**config.mk**
```make
export PLATFORM = sky130hd
export DESIGN_NAME = ocu_channel
export DESIGN_NICKNAME = d
export VERILOG_FILES = /design/src/rtl/ocu_pkg.sv /design/src/rtl/ocu_cmp_store.sv /design/src/rtl/ocu_match_det.sv /design/src/rtl/ocu_wave_out.sv /design/src/rtl/ocu_irq_flag.sv /design/src/rtl/ocu_channel.sv
export SDC_FILE = /design/constraint.sdc
export NUM_CORES = 1
export LEC_CHECK = 0
export ABC_AREA = 1
export BUFFER_PORTS_ARGS = -buffer_cell sky130_fd_sc_hd__buf_4
export CORE_MARGIN = 4
export CORE_UTILIZATION = 46
export CTS_BUF_LIST = sky130_fd_sc_hd__clkbuf_4 sky130_fd_sc_hd__clkbuf_8
export CTS_CLUSTER_SIZE = 25
export DETAILED_ROUTE_END_ITERATION = 8
export PLACE_DENSITY_LB_ADDON = 0.1
export SKIP_LAST_GASP = 1
export SYNTH_ARGS = -nofsm -noshare
export SYNTH_HDL_FRONTEND = slang
export SYNTH_HIERARCHICAL = 1
export SYNTH_SLANG_ARGS = --single-unit
```
**constraint.sdc**
```tcl
create_clock -name clk -period 1.25 [get_ports clk]
set_clock_uncertainty 0.15 [all_clocks]
set_input_delay 0.25 -clock clk [delete_from_list [all_inputs] [get_ports clk]]
set_output_delay 0.25 -clock clk [all_outputs]
set_load 0.005 [all_outputs]
```
**src/rtl/ocu_pkg.sv**
```systemverilog
package ocu_pkg;

  typedef enum logic [1:0] {
    WM_NORMAL  = 2'b00,
    WM_CTC     = 2'b01,
    WM_PWM_TOP = 2'b10,
    WM_PWM_BOT = 2'b11
  } wave_mode_e;

  typedef enum logic [1:0] {
    OM_HOLD   = 2'b00,
    OM_TOGGLE = 2'b01,
    OM_CLEAR  = 2'b10,
    OM_SET    = 2'b11
  } out_mode_e;

  // PWM modes share the upper mode bit
  function automatic logic mode_is_pwm(input logic [1:0] wm);
    return wm[1];
  endfunction

  // Reload point for the shadow compare buffer
  function automatic logic reload_point(input logic [1:0] wm,
                                        input logic top,
                                        input logic bottom);
    logic r;
    case (wm)
      WM_PWM_TOP: r = top;
      WM_PWM_BOT: r = bottom;
      default:    r = 1'b0;
    endcase
    return r;
  endfunction

  // New pin level after one compare action
  function automatic logic pin_after(input logic [1:0] om, input logic pin);
    logic r;
    case (om)
      OM_TOGGLE: r = ~pin;
      OM_CLEAR:  r = 1'b0;
      OM_SET:    r = 1'b1;
      default:   r = pin;
    endcase
    return r;
  endfunction

endpackage

```
**src/rtl/ocu_cmp_store.sv**
```systemverilog
module ocu_cmp_store #(
  parameter int CMP_W = 8
) (
  input  logic             clk,
  input  logic             rst_n,
  input  logic             wr_en,
  input  logic [CMP_W-1:0] wr_data,
  input  logic             pwm_mode,
  input  logic             reload_evt,
  output logic [CMP_W-1:0] active
);
  logic [CMP_W-1:0] shadow_q;
  logic [CMP_W-1:0] active_q;

  always_ff @(posedge clk or negedge rst_n) begin
    if (!rst_n) begin
      shadow_q <= '0;
      active_q <= '0;
    end else begin
      if (wr_en) shadow_q <= wr_data;
      if (pwm_mode) begin
        if (reload_evt) active_q <= shadow_q;
      end else if (wr_en) begin
        active_q <= wr_data;
      end
    end
  end

  assign active = active_q;
endmodule

```
**src/rtl/ocu_match_det.sv**
```systemverilog
module ocu_match_det #(
  parameter int CMP_W = 8
) (
  input  logic             clk,
  input  logic             rst_n,
  input  logic             tick,
  input  logic [CMP_W-1:0] count,
  input  logic [CMP_W-1:0] active,
  input  logic             cnt_wr,
  output logic             match_evt,
  output logic             block_pending
);
  logic block_q;
  logic equal;

  assign equal = (count == active);

  // A counter write arms a one-shot block consumed by the next tick
  always_ff @(posedge clk or negedge rst_n) begin
    if (!rst_n)      block_q <= 1'b0;
    else if (cnt_wr) block_q <= 1'b1;
    else if (tick)   block_q <= 1'b0;
  end

  assign match_evt     = tick & equal & ~block_q;
  assign block_pending = block_q;
endmodule

```
**src/rtl/ocu_wave_out.sv**
```systemverilog
module ocu_wave_out (
  input  logic       clk,
  input  logic       rst_n,
  input  logic       match_evt,
  input  logic       force_evt,
  input  logic [1:0] out_mode,
  output logic       pin
);
  import ocu_pkg::*;
  logic pin_q;

  always_ff @(posedge clk or negedge rst_n) begin
    if (!rst_n)                      pin_q <= 1'b0;
    else if (match_evt || force_evt) pin_q <= pin_after(out_mode, pin_q);
  end

  assign pin = pin_q;
endmodule

```
**src/rtl/ocu_irq_flag.sv**
```systemverilog
module ocu_irq_flag (
  input  logic clk,
  input  logic rst_n,
  input  logic set_evt,
  input  logic clr_req,
  output logic flag
);
  logic flag_q;

  always_ff @(posedge clk or negedge rst_n) begin
    if (!rst_n)       flag_q <= 1'b0;
    else if (set_evt) flag_q <= 1'b1;
    else if (clr_req) flag_q <= 1'b0;
  end

  assign flag = flag_q;
endmodule

```
**src/rtl/ocu_channel.sv**
```systemverilog
module ocu_channel #(
  parameter int CMP_W = 8
) (
  input  logic             clk,
  input  logic             rst_n,
  input  logic             cpu_cmp_we,
  input  logic [CMP_W-1:0] cpu_cmp_wdata,
  input  logic             cpu_cnt_we,
  input  logic             cpu_force,
  input  logic             cpu_flag_clr,
  input  logic             tmr_tick,
  input  logic [CMP_W-1:0] tmr_count,
  input  logic             tmr_top,
  input  logic             tmr_bottom,
  input  logic [1:0]       wave_mode,
  input  logic [1:0]       out_mode,
  output logic             match_flag,
  output logic             wave_pin,
  output logic [CMP_W-1:0] cmp_active
);
  import ocu_pkg::*;

  logic pwm_mode;
  logic reload_evt;
  logic match_evt;
  logic force_evt;
  logic block_pending;

  assign pwm_mode   = mode_is_pwm(wave_mode);
  assign reload_evt = tmr_tick & reload_point(wave_mode, tmr_top, tmr_bottom);
  assign force_evt  = cpu_force & ~pwm_mode;

  ocu_cmp_store #(.CMP_W(CMP_W)) u_store (
    .clk        (clk),
    .rst_n      (rst_n),
    .wr_en      (cpu_cmp_we),
    .wr_data    (cpu_cmp_wdata),
    .pwm_mode   (pwm_mode),
    .reload_evt (reload_evt),
    .active     (cmp_active)
  );

  ocu_match_det #(.CMP_W(CMP_W)) u_match (
    .clk           (clk),
    .rst_n         (rst_n),
    .tick          (tmr_tick),
    .count         (tmr_count),
    .active        (cmp_active),
    .cnt_wr        (cpu_cnt_we),
    .match_evt     (match_evt),
    .block_pending (block_pending)
  );

  ocu_wave_out u_wave (
    .clk       (clk),
    .rst_n     (rst_n),
    .match_evt (match_evt),
    .force_evt (force_evt),
    .out_mode  (out_mode),
    .pin       (wave_pin)
  );

  ocu_irq_flag u_flag (
    .clk     (clk),
    .rst_n   (rst_n),
    .set_evt (match_evt),
    .clr_req (cpu_flag_clr),
    .flag    (match_flag)
  );
endmodule

```
==> results of run 1 <==
[metal layers]
layer,routed length (µm),share of wire
met5,0,0
met4,39,0.015
met3,142,0.054
met2,1380,0.52
met1,1087,0.41
[cell usage in the layout, fill, tap and decap left out, drive strengths merged]
cell,n
dlygate4sd3,2
dfrtp,19
nand2,76
nand3,11
clkbuf,3
clkinv,1
nor2,9
xnor2,3
buf,54
o21ai,8
inv,28
a21o,1
[flip-flops by register name, summed over array words and instances, names as in the netlist]
register	flops
u_match/block_pending	1
u_store/active	8
u_store/shadow_q	8
u_wave/pin	1
u_flag/flag	1
[worst min-delay path, cell delays in order]
cell     delay [ns]
buf_4          0.08
nand2_1        0.03
o21ai_0        0.06
[metrics by stage]
stage / instances / instance area [µm²] / util / hold WS, ns / TNS (ns)
final: 243 / 1653 / 0.7331 / 0.01289 / -0.8339
after global routing: 243 / 1653 / 0.7331 / 0.007492 / -1.384
after CTS: 241 / 1624 / 0.7203 / 0.0006162 / -0.9005
after detailed placement: 230 / 1486 / 0.6593 / -0.01017 / -0.1079
after global placement: 230 / 1486 / 0.6593 / -0.01088 / -0.05521
after floorplan: 158 / 1116 / - / -0.1956 / -0.02425
[worst min-delay path by stage]
stage | end | slack, ns | cells past startpoint
6_report | u_store/shadow_q[3]$_DFFE_PN0P_ | 0.01 | 3
5_1_grt | u_store/shadow_q[3]$_DFFE_PN0P_ | 0.007 | 3
4_1_cts | u_store/shadow_q[3]$_DFFE_PN0P_ | 0.0006 | 3
3_5_place_dp | u_wave/pin$_DFFE_PN0P_ | -0.01 | 1
3_3_place_gp | u_match/block_pending$_DFFE_PN0P_ | -0.01 | 1
2_1_floorplan | u_flag/flag$_DFFE_PN0P_ | -0.20 | 0
[what timing repair did]
item	CTS	global route
pin swaps	7	4
endpoints found under the hold margin	20	0
gates resized for setup	14	4
endpoints found under the setup margin	10	12
hold buffers	2	0
buffers inserted	5	2
[power by group through the flow]
| stage | logic (µW) | registers [µW] | clock network, µW |
|---|---|---|---|
| after CTS | 575 | 742 | 325 |
| after global placement | 466 | 743 | 0 |
| after detailed placement | 478 | 750 | 0 |
| after global routing | 645 | 758 | 354 |
| final | 587 | 746 | 307 |
| after floorplan | 207 | 754 | 0 |
[cells by family after synthesis]
family          Yosys count  share of synthesized area
flops                    19                     0.4260
compound gates            9                    0.04260
xor+xnor                  3                    0.02355
simple gates             96                     0.3800
buf+inv                  31                     0.1278
[cell type report]
class / instances / area (µm²) / share of cell area
timing repair buffer: 56 / 501.7 / 0.3036
clock buffer: 3 / 22.52 / 0.01363
tap: 28 / 35.03 / 0.02120
clock inverter: 1 / 5.005 / 0.003028
sequential: 19 / 475.5 / 0.2877
inverter: 28 / 112.6 / 0.06813
multi-input combinational: 108 / 500.5 / 0.3028
==> implementation parameters, run 1 <==
Parameter                              Value

Run status
  Run status    finished, violations left
  Failing checks    setup timing

Logic synthesis
  Mean post-synth cell area    7.064 µm²
  Total of warnings raised by yosys    6
  Synth area leader    dfrtp_1
  Net Count, Synth    about 190
  Number of synthesized register bits    19
  Post-synth EDFFs    0
  Most repeated cell in the gate-level netlist after synthesis    nand2_1
  Top cell types by occurrence after synthesis    nand2_1, inv_1, dfrtp_1
  Number of standard cells after synthesis    around 160
  Top cell type's share of synthesized area    0.4260
  Primary FF master, synth    dfrtp_1
  Share of synthesized area occupied by flip-flops and latches    0.4260
  Fraction of synthesis flops using an asynchronous set or reset pin    1.000
  Top cells by area, synth    dfrtp_1, nand2_1, inv_1
  Post-synthesis instance area    between 1000 and 1500 µm²
  Count of distinct cell types in the synthesized netlist    17

STA
  Min cycle time layout    1.422 ns
  Worst relative slew slack    0.8355
  Number of endpoints failing setup at the final stage    9
  Period Utilization, post-route    1.138
  Slew Viols, Final    0
  RSZ-0062 raised after global routing    yes
  Fin worst setup slack    -0.1723 ns
  Fin. Hold Viols    0
  Worst-margin pin slew    0.2468 ns
  Timing-limited maximum frequency    ~700 MHz

Worst setup path
  Critical path origin    u_store/active[7]$_DFFE_PN0P_
  Critical path class    register to register
  R2R Path Start    u_store/active[7]$_DFFE_PN0P_
  Data arrival at the endpoint of the critical path    1.47 ns
  Worst path most repeated cell    nand2_1
  Total stage count of the critical path    8
  End of the worst register-to-register path    u_wave/pin$_DFFE_PN0P_
  Required @ worst endpoint    between 1 and 1.5 ns
  Count of cells along the worst register-to-register path    8
  CP peak stage delay    roughly 0.43 ns
  Critical Path End Type    register
  Crit path max-delay family    simple AND/OR/NAND/NOR gates
  Worst setup path endpoint    u_wave/pin$_DFFE_PN0P_
  Slowest CP cell    dfrtp_1
  Crit path cell chain    xnor2_1 > nand3_1 > nor2_2 > inv_1 > nand2_2 > nand2_1 > nand2_1 > nand2_1
  CP Max Fanout    2
  Worst R2R Setup Slack    -0.17 ns
  Buffer and inverter count on the worst path    1
  Startpoint class of the critical path    register

Clocking
  Clock insertion delay at the later pin of the skew report    approximately 0.29 ns
  Library cell used as clock root buffer    clkbuf_4
  Deepest level of the CTS H-tree    1
  TritonCTS clock tree    built
  Clock sink count    19
  Clock slew seen by the registers of the worst setup and hold paths    approximately 0.11 ns
  Clock buffer count from CTS    3
  Maximum buffer depth of the clock tree    2

Placement
  Gp weighted congestion    about 0.8
  Post-placement worst setup slack    -0.1079 ns
  IO Port Bufs    38
  Placed wire-length estimate    around 2000 µm

Cells and area
  Fraction of final layout cells sized beyond drive strength 1    0.3209
  Area overhead of the layout relative to synthesis    48.09%
  Final net count    roughly 250
  Antenna cells    0
  Fill cell instance count of the final layout    between 150 and 200

Worst hold path
  Tightest Hold Check Type    input pin to register
  Source of the worst hold timing path    cpu_cmp_wdata[3]

Floorplan
  CORE AREA    about 2300 µm²
  Die boundary height    between 50 and 60 µm
  Io pins    39
  DIE WIDTH    ~57 µm
  Total die area    ~3300 µm²
  Initial Utilization    0.4950
  Number of placement rows    17

Detailed routing
  Antenna violation net count after detailed routing    0
  Post-DR vias/cell    4.564
  Drc violations    0
  Pre-Repair DR Iteration Count    4
  Total number of vias    1109
  Iteration-0 DRC count of the detailed router    67
  Detailed-route wire length per cell    approximately 11 µm
  Routed Wire Length    between 2000 and 3000 µm

Power
  Fraction of power spent switching nets    0.2937
  Combinational share of power    0.358
  Clock network power share    0.187
  Proportion of power drawn by flip-flops and latches    0.455
  Internal power consumption    between 1000 and 1500 µW
  Power dissipated by switching net loads    between 400 and 500 µW
  Power Total    approximately 1600 µW
  Lkg Pwr    between 0.0009 and 0.001 µW
  Highest ir drop seen on vdd    0.6496 mV
  Power density cells    991.5 nW/µm²

GRT
  Largest net degree at the start of global routing    20
  Remaining global-route overflow    0
  Global-route wire length before repair    4381 µm
  Routing layer with the top usage in global route    met2
  Total routing usage reported by global routing    0.1691
  Initial antenna violation count    0
  Vias in the first global route    around 1100
  Met1 Track Usage GR    0.1918
  Global routing usage on met3    0.02941
  Met2 Resource Use GR    0.3067

Job
  Reported max-cap violation count    0
Power figures use the tool's default switching activity.
==> run 2, diff against run 1 <==
Settings changed: ABC_AREA 1 to unset, CORE_UTILIZATION 46 to 45.
==> run 2 against run 1 <==
Net effect: the flow still finishes with violations (setup timing); core utilization decreased by 0.15 points; non-clock buffer count increased by 8; critical path type unchanged; critical endpoint unchanged; critical path depth is 2 lower; global-route usage increased by 0.56 points; highest routed layer unchanged; clock power up 8.5%; combinational power up 23%; design area fell by 3.0%; register-to-register slack worse by 0.11 ns.
==> implementation parameters, run 2 <==
Parameter                              Value

Run status
  Run status    finished, violations left
  Failing checks    setup timing

Floorplan
  Io pins    39 (unchanged)
  Initial Utilization    0.4717 (-0.02328)
  Total die area    3128 µm² (-4.6%)
  Die boundary height    55.93 µm (-2.3%)
  CORE AREA    2191 µm² (-2.8%)
  Number of placement rows    17 (unchanged)
  DIE WIDTH    55.93 µm (-2.3%)

Cells and area
  Area overhead of the layout relative to synthesis    55.09%
  Highest-count cells in the layout ignoring fill and taps    buf_4, mux2i_1, dfrtp_1, buf_6, xnor2_1
  Final net count    175 (-29%)
  Antenna cells    0 (unchanged)
  Fraction of final layout cells sized beyond drive strength 1    0.5241 (+0.2032)
  Number of non-filler instances in the completed layout    173 (-29%)
  Final core occ    0.7316 (-0.001492)
  Most common cell after layout, fill and taps aside    buf_4

Worst setup path
  Critical Path End Type    register
  Crit path max-delay family    simple AND/OR/NAND/NOR gates
  CP Max Fanout    2 (unchanged)
  Count of cells along the worst register-to-register path    6 (-2)
  CP peak stage delay    0.40 ns (-0.03 ns)
  Worst R2R Setup Slack    -0.28 ns (-0.11 ns)
  Slowest CP cell    dfrtp_1
  Required @ worst endpoint    1.34 ns (+0.04 ns)
  Buffer and inverter count on the worst path    1 (unchanged)
  R2R Path Start    u_store/active[0]$_DFFE_PN0P_
  End of the worst register-to-register path    u_wave/pin$_DFFE_PN0P_
  Data arrival at the endpoint of the critical path    1.62 ns (+0.15 ns)
  Crit path cell chain    xor2_1 > or3_1 > nor3_2 > buf_4 > o221ai_2 > nand2_1
  Startpoint class of the critical path    register
  Critical path class    register to register

STA
  Number of endpoints failing setup at the final stage    10 (+1)
  Slew Viols, Final    0 (unchanged)
  Fin worst setup slack    -0.2811 ns (-0.1088 ns)
  Worst-margin pin slew    0.2520 ns (+0.005258 ns)
  Min cycle time layout    1.531 ns (+0.1088 ns)
  RSZ-0062 raised after global routing    yes
  Period Utilization, post-route    1.225 (+0.08704)
  Fin. Hold Viols    0 (unchanged)
  Timing-limited maximum frequency    653.1 MHz (-7.1%)
  Worst relative slew slack    0.8320 (-0.003505)

Detailed routing
  Iteration-0 DRC count of the detailed router    5 (-93%)
  Detailed-route wire length per cell    14.12 µm (+29%)
  Drc violations    0 (unchanged)
  Routed Wire Length    2443 µm (-7.8%)
  Pre-Repair DR Iteration Count    2 (-2)
  Post-DR vias/cell    4.838 (+6.0%)
  Antenna violation net count after detailed routing    0 (unchanged)
  Total number of vias    837 (-25%)

Logic synthesis
  Top cells by area, synth    dfrtp_1, mux2i_1, mux2_2
  Top cell types by occurrence after synthesis    mux2i_1, dfrtp_1, xnor2_1
  Number of standard cells after synthesis    81 (-49%)
  Post-synth EDFFs    0 (unchanged)
  Mean post-synth cell area    12.76 µm² (+81%)
  Number of synthesized register bits    19 (unchanged)
  Primary FF master, synth    dfrtp_1
  Synth area leader    dfrtp_1
  Share of synthesized area occupied by flip-flops and latches    0.4600 (+0.03404)
  Top cell type's share of synthesized area    0.4600 (+0.03404)
  Count of distinct cell types in the synthesized netlist    21 (+4)
  Net Count, Synth    110 (-41%)
  Post-synthesis instance area    1033 µm² (-7.4%)
  Most repeated cell in the gate-level netlist after synthesis    mux2i_1
  Total of warnings raised by yosys    6 (unchanged)
  Fraction of synthesis flops using an asynchronous set or reset pin    1.000 (unchanged)

GRT
  Initial antenna violation count    0 (unchanged)
  Remaining global-route overflow    0 (unchanged)
  Global-route wire length before repair    4298 µm (-1.9%)
  Largest net degree at the start of global routing    20 (unchanged)
  Vias in the first global route    920 (-13%)
  Total routing usage reported by global routing    0.1747 (+0.005579)

Placement
  Placed wire-length estimate    1810 µm (-10%)
  Gp weighted congestion    0.7275 (-9.5%)
  Cell Count Post-Placement    158 (-31%)
  IO Port Bufs    38 (unchanged)

Power
  Fraction of power spent switching nets    0.2738 (-0.01986)
  Combinational share of power    0.395 (+0.037)
  Proportion of power drawn by flip-flops and latches    0.423 (-0.032)
  Lkg Pwr    0.0008030 µW (-16%)
  Highest ir drop seen on vdd    1.063 mV (+64%)
  Power dissipated by switching net loads    499.5 µW (+3.8%)
  Power density cells    1138 nW/µm² (+15%)
  Power Total    1824 µW (+11%)
  Clock network power share    0.183 (-0.004)
  Internal power consumption    1324 µW (+14%)

Worst hold path
  Tightest Hold Check Type    input pin to register
  Terminating pin of the worst hold path    u_store/shadow_q[1]$_DFFE_PN0P_
  Hold Path Depth    2 (-1)
  Source of the worst hold timing path    cpu_cmp_wdata[1]

Clocking
  Library cell used as clock root buffer    clkbuf_4
  Clock buffer count from CTS    3 (unchanged)
  Maximum buffer depth of the clock tree    2 (unchanged)
  TritonCTS clock tree    built
  Clock insertion delay at the later pin of the skew report    0.30 ns (about the same)
  Clock sink count    19 (unchanged)
  Clock slew seen by the registers of the worst setup and hold paths    0.11 ns (about the same)
  Deepest level of the CTS H-tree    1 (unchanged)

Job
  Reported max-cap violation count    0 (unchanged)
-- run 2: changes by cell type in the layout (fill, tap and decap cells not counted), sizes merged, moves of 4 or more --
cell   previous run  this run
inv              28         3
mux2              0         8
o21ai             8         1
buf              54        62
nand3            11         1
nand2            76         2
mux2i             0        25
xnor2             3         7
nor2              9         3
-- run 2: how the worst max path moves through the flow --
| stage | start | end | cells after the start |
|---|---|---|---|
| final | u_store/active[0]$_DFFE_PN0P_ | u_wave/pin$_DFFE_PN0P_ | 6 |
| after global routing | u_store/active[0]$_DFFE_PN0P_ | u_wave/pin$_DFFE_PN0P_ | 6 |
| after detailed placement | u_store/active[0]$_DFFE_PN0P_ | u_wave/pin$_DFFE_PN0P_ | 6 |
| after CTS | u_store/active[0]$_DFFE_PN0P_ | u_wave/pin$_DFFE_PN0P_ | 6 |
| after global placement | u_store/active[0]$_DFFE_PN0P_ | u_wave/pin$_DFFE_PN0P_ | 6 |
| after floorplan | u_store/active[0]$_DFFE_PN0P_ | u_wave/pin$_DFFE_PN0P_ | 6 |
-- run 2: worst reg2reg max path, delay by kind of cell, from the launching register on --
family	cells	cell delay [ns]
AO/OA/AOI/OAI	1	0.08
XOR/XNOR	1	0.15
AND/OR/NAND/NOR	3	0.54
buffers and inverters	1	0.15
flip-flops	1	0.40
-- run 2: power by group through the flow --
| stage | registers [µW] | clock network [µW] | logic [µW] |
|---|---|---|---|
| after floorplan | 792 | 0 | 237 |
| after global placement | 770 | 0 | 557 |
| after detailed placement | 774 | 0 | 576 |
| after CTS | 769 | 339 | 720 |
| after global routing | 782 | 371 | 787 |
| final | 771 | 333 | 720 |
-- run 2: final cells by class --
type / instances / area, µm²
Fill cell: 164 / 588.1
Clock buffer: 4 / 30.03
Timing Repair Buffer: 64 / 545.5
Multi-Input combinational cell: 55 / 505.5
Sequential cell: 19 / 475.5
Inverter: 3 / 11.26
Tap cell: 28 / 35.03
-- run 2: kinds of logic after synthesis --
kind of cell    Yosys count  synth area share
xor+xnor                  8           0.06780
mux                      33            0.3366
buf+inv                   7           0.05084
simple gates             10           0.05086
compound gates            4           0.03389
flops                    19            0.4601
-- run 2: repair_timing --
| action | 4_1_cts | 5_1_grt |
|---|---|---|
| setup buffers | 9 | 5 |
| hold buffers | 2 | 0 |
| hold endpoints to repair | 20 | 0 |
| setup endpoints to repair | 12 | 12 |
| pin swaps | 0 | 0 |
| gates resized for setup | 14 | 5 |
-- run 2: per-stage QoR --
stage / setup WS [ns] / setup TNS (ns) / hold slack [ns] / cell area (µm²)
after floorplan: -0.2925 / -0.4046 / -0.1956 / 1033
after global placement: -0.2264 / -1.292 / -0.009884 / 1425
after detailed placement: -0.2580 / -1.523 / -0.01116 / 1425
after CTS: -0.2825 / -1.342 / 0.03295 / 1588
after global routing: -0.3813 / -1.830 / 0.02539 / 1603
final: -0.2811 / -1.300 / 0.03645 / 1603
-- run 2: layer usage --
layer | wire length [µm] | GRT usage | up-vias
met1 | 995 | 0.2111 | 402
met5 | 0 | 0 | -
met3 | 142 | 0.05568 | 2
met4 | 20 | 0.04068 | 0
li1 | - | - | 412
met2 | 1284 | 0.3024 | 21
==> run 3, diff against run 2 <==
Settings changed: BUFFER_PORTS_ARGS -buffer_cell sky130_fd_sc_hd__buf_4 to unset, CAP_MARGIN set to 10, CORE_UTILIZATION 45 to 58, DONT_BUFFER_PORTS set to 1.
==> run 3 against run 2 <==
Net effect: the flow finishes with violations (hold timing, setup timing); core utilization is 11 points higher; cell count is 23% lower; register-to-register slack is essentially flat; non-clock buffer count fell by 35; first-iteration DRC count unchanged; combinational power fell by 35%; routed wire length decreased by 12%; critical endpoint unchanged; largest power group unchanged; highest routed layer unchanged.
==> implementation parameters, run 3 (same netlist as run 2, synthesis figures left out) <==
Parameter                              Value

Run status
  Run status    finished, violations left
  Failing checks    hold timing, setup timing

Worst setup path
  Worst R2R Setup Slack    -0.29 ns (about the same)
  Critical Path End Type    register
  Worst setup path endpoint    u_wave/pin$_DFFE_PN0P_
  Required @ worst endpoint    1.34 ns (about the same)
  R2R Path Start    u_store/active[0]$_DFFE_PN0P_
  Critical path class    register to register
  Slowest CP cell    dfrtp_1
  CP peak stage delay    0.41 ns (about the same)
  Count of cells along the worst register-to-register path    6 (unchanged)
  Data arrival at the endpoint of the critical path    1.63 ns (about the same)
  End of the worst register-to-register path    u_wave/pin$_DFFE_PN0P_
  Crit path cell chain    xor2_1 > or3_1 > nor3_2 > buf_4 > o221ai_2 > nand2_1
  Critical path origin    u_store/active[0]$_DFFE_PN0P_
  CP Max Fanout    2 (unchanged)
  Startpoint class of the critical path    register

Job
  Reported max-cap violation count    0 (unchanged)

Power
  Lkg Pwr    0.0006332 µW (-21%)
  Power density cells    1158 nW/µm² (+1.8%)
  Power Total    1562 µW (-14%)
  Highest ir drop seen on vdd    1.098 mV (+3.3%)

Clocking
  Maximum buffer depth of the clock tree    2 (unchanged)
  Clock insertion delay at the later pin of the skew report    0.29 ns (about the same)
  Clock sink count    19 (unchanged)
  Library cell used as clock root buffer    clkbuf_4
  Clock slew seen by the registers of the worst setup and hold paths    0.12 ns (about the same)
  TritonCTS clock tree    built
  Setup Fix Bufs, Post-CTS    0 (-9)
  Clock buffer count from CTS    3 (unchanged)
  Deepest level of the CTS H-tree    1 (unchanged)

Floorplan
  Die boundary height    50.21 µm (-10%)
  Initial Utilization    0.6484 (+0.1766)
  Total die area    2521 µm² (-19%)
  Number of placement rows    14 (-3)
  DIE WIDTH    50.21 µm (-10%)
  CORE AREA    1594 µm² (-27%)
  Io pins    39 (unchanged)

Cells and area
  Highest-count cells in the layout ignoring fill and taps    mux2i_1, dfrtp_1, dlygate4sd3_1, buf_6, xnor2_1
  Fraction of final layout cells sized beyond drive strength 1    0.2273 (-0.2969)
  Antenna cells    0 (unchanged)
  Final net count    140 (-20%)
  Most common cell after layout, fill and taps aside    mux2i_1
  Area overhead of the layout relative to synthesis    30.51%
  Fill cell instance count of the final layout    97 (-41%)

Placement
  Post-placement worst setup slack    -0.2705 ns (-0.01248 ns)
  Gp weighted congestion    0.7467 (+2.6%)
  IO Port Bufs    0 (-100%)
  Placed wire-length estimate    1465 µm (-19%)

Detailed routing
  Pre-Repair DR Iteration Count    3 (+1)
  Detailed-route wire length per cell    16.07 µm (+14%)
  Routed Wire Length    2154 µm (-12%)
  Drc violations    0 (unchanged)
  Iteration-0 DRC count of the detailed router    5 (unchanged)
  Total number of vias    713 (-15%)
  Antenna violation net count after detailed routing    0 (unchanged)
  Post-DR vias/cell    5.321 (+10%)

STA
  Minimum hold slack    -0.03114 ns (-0.06759 ns)
  Fin worst setup slack    -0.2894 ns (-0.008286 ns)
  Timing-limited maximum frequency    649.6 MHz (-0.54%)
  Number of endpoints failing setup at the final stage    6 (-4)
  Slew Viols, Final    0 (unchanged)
  Worst relative slew slack    0.4274 (-0.4046)
  Worst-margin pin slew    0.8589 ns (+0.6069 ns)
  Min cycle time layout    1.539 ns (+0.008286 ns)
  Fin. Hold Viols    19 (+19)
  RSZ-0062 raised after global routing    yes
  Period Utilization, post-route    1.231 (+0.006629)

GRT
  Total routing usage reported by global routing    0.1819 (+0.007203)
  Initial antenna violation count    0 (unchanged)
  Vias in the first global route    777 (-16%)
  Remaining global-route overflow    0 (unchanged)
  Global-route wire length before repair    3519 µm (-18%)
  Largest net degree at the start of global routing    20 (unchanged)

Worst hold path
  Tightest Hold Check Type    input pin to async pin
-- run 3: cell count changes in the layout (fill, tap and decap cells not counted), sizes merged --
| cell | change |
|---|---|
| dlygate4sd3 | +13 |
| clkinvlp | +1 |
| buf | -51 |
| clkbuf | -1 |
| dlymetal6s4s | +3 |
-- run 3: area by class of cell --
cell class                      instances  area (µm²)  share of cell area
Clock buffer                            3       22.52             0.01670
Clock inverter                          1       7.507            0.005566
Inverter                                3       11.26            0.008349
Multi-Input combinational cell         55       505.5              0.3748
Sequential cell                        19       475.5              0.3525
Tap cell                               24       30.03             0.02226
Timing Repair Buffer                   29       296.5              0.2199
-- run 3: critical path: cells and delay by family (launching register included) --
family	cells	cell delay [ns]
buf+inv	1	0.15
simple gates	3	0.54
flops	1	0.41
xor+xnor	1	0.16
compound gates	1	0.07
-- run 3: where the power goes --
part	total, µW	internal (µW)	switching, µW	leakage (µW)
Clock	320	122	199	0.0000139
Combinational	471	290	181	0.000395
Sequential	771	703	68.3	0.000224
-- run 3: worst min path at each step --
stage	slack (ns)	depth (start not counted)	start	end
6_report	-0.03	1	rst_n	u_store/shadow_q[6]$_DFFE_PN0P_
5_1_grt	-0.006	2	cpu_cmp_we	u_store/active[3]$_DFFE_PN0P_
4_1_cts	0.003	2	cpu_cmp_wdata[5]	u_store/active[5]$_DFFE_PN0P_
3_5_place_dp	-0.20	0	rst_n	u_store/shadow_q[6]$_DFFE_PN0P_
3_3_place_gp	-0.20	0	rst_n	u_store/shadow_q[6]$_DFFE_PN0P_
2_1_floorplan	-0.20	0	rst_n	u_flag/flag$_DFFE_PN0P_
-- run 3: through the flow --
stage | instances | area [µm²] | util | hold WS, ns | setup TNS (ns)
2_1_floorplan | 81 | 1033 | - | -0.1956 | -0.4046
3_3_place_gp | 112 | 1105 | 0.6931 | -0.1951 | -0.3671
3_5_place_dp | 112 | 1105 | 0.6931 | -0.1951 | -0.4520
4_1_cts | 131 | 1311 | 0.8226 | 0.003375 | -2.062
5_1_grt | 134 | 1349 | 0.8462 | -0.005623 | -0.9502
6_report | 134 | 1349 | 0.8462 | -0.03114 | -0.5286
-- run 3: repair_timing --
item / CTS / global route
gates resized for setup: 7 / 3
pin swaps: 0 / 0
hold endpoints to repair: 38 / 2
hold buffers: 15 / 3
setup endpoints to repair: 10 / 45
-- run 3: metal layers --
layer | up-vias | GRT usage | share of wire
met5 | - | 0 | 0
met4 | 0 | 0.05530 | 0.0074
met3 | 2 | 0.04142 | 0.088
met2 | 26 | 0.3196 | 0.51
met1 | 344 | 0.2205 | 0.39
li1 | 341 | - | -
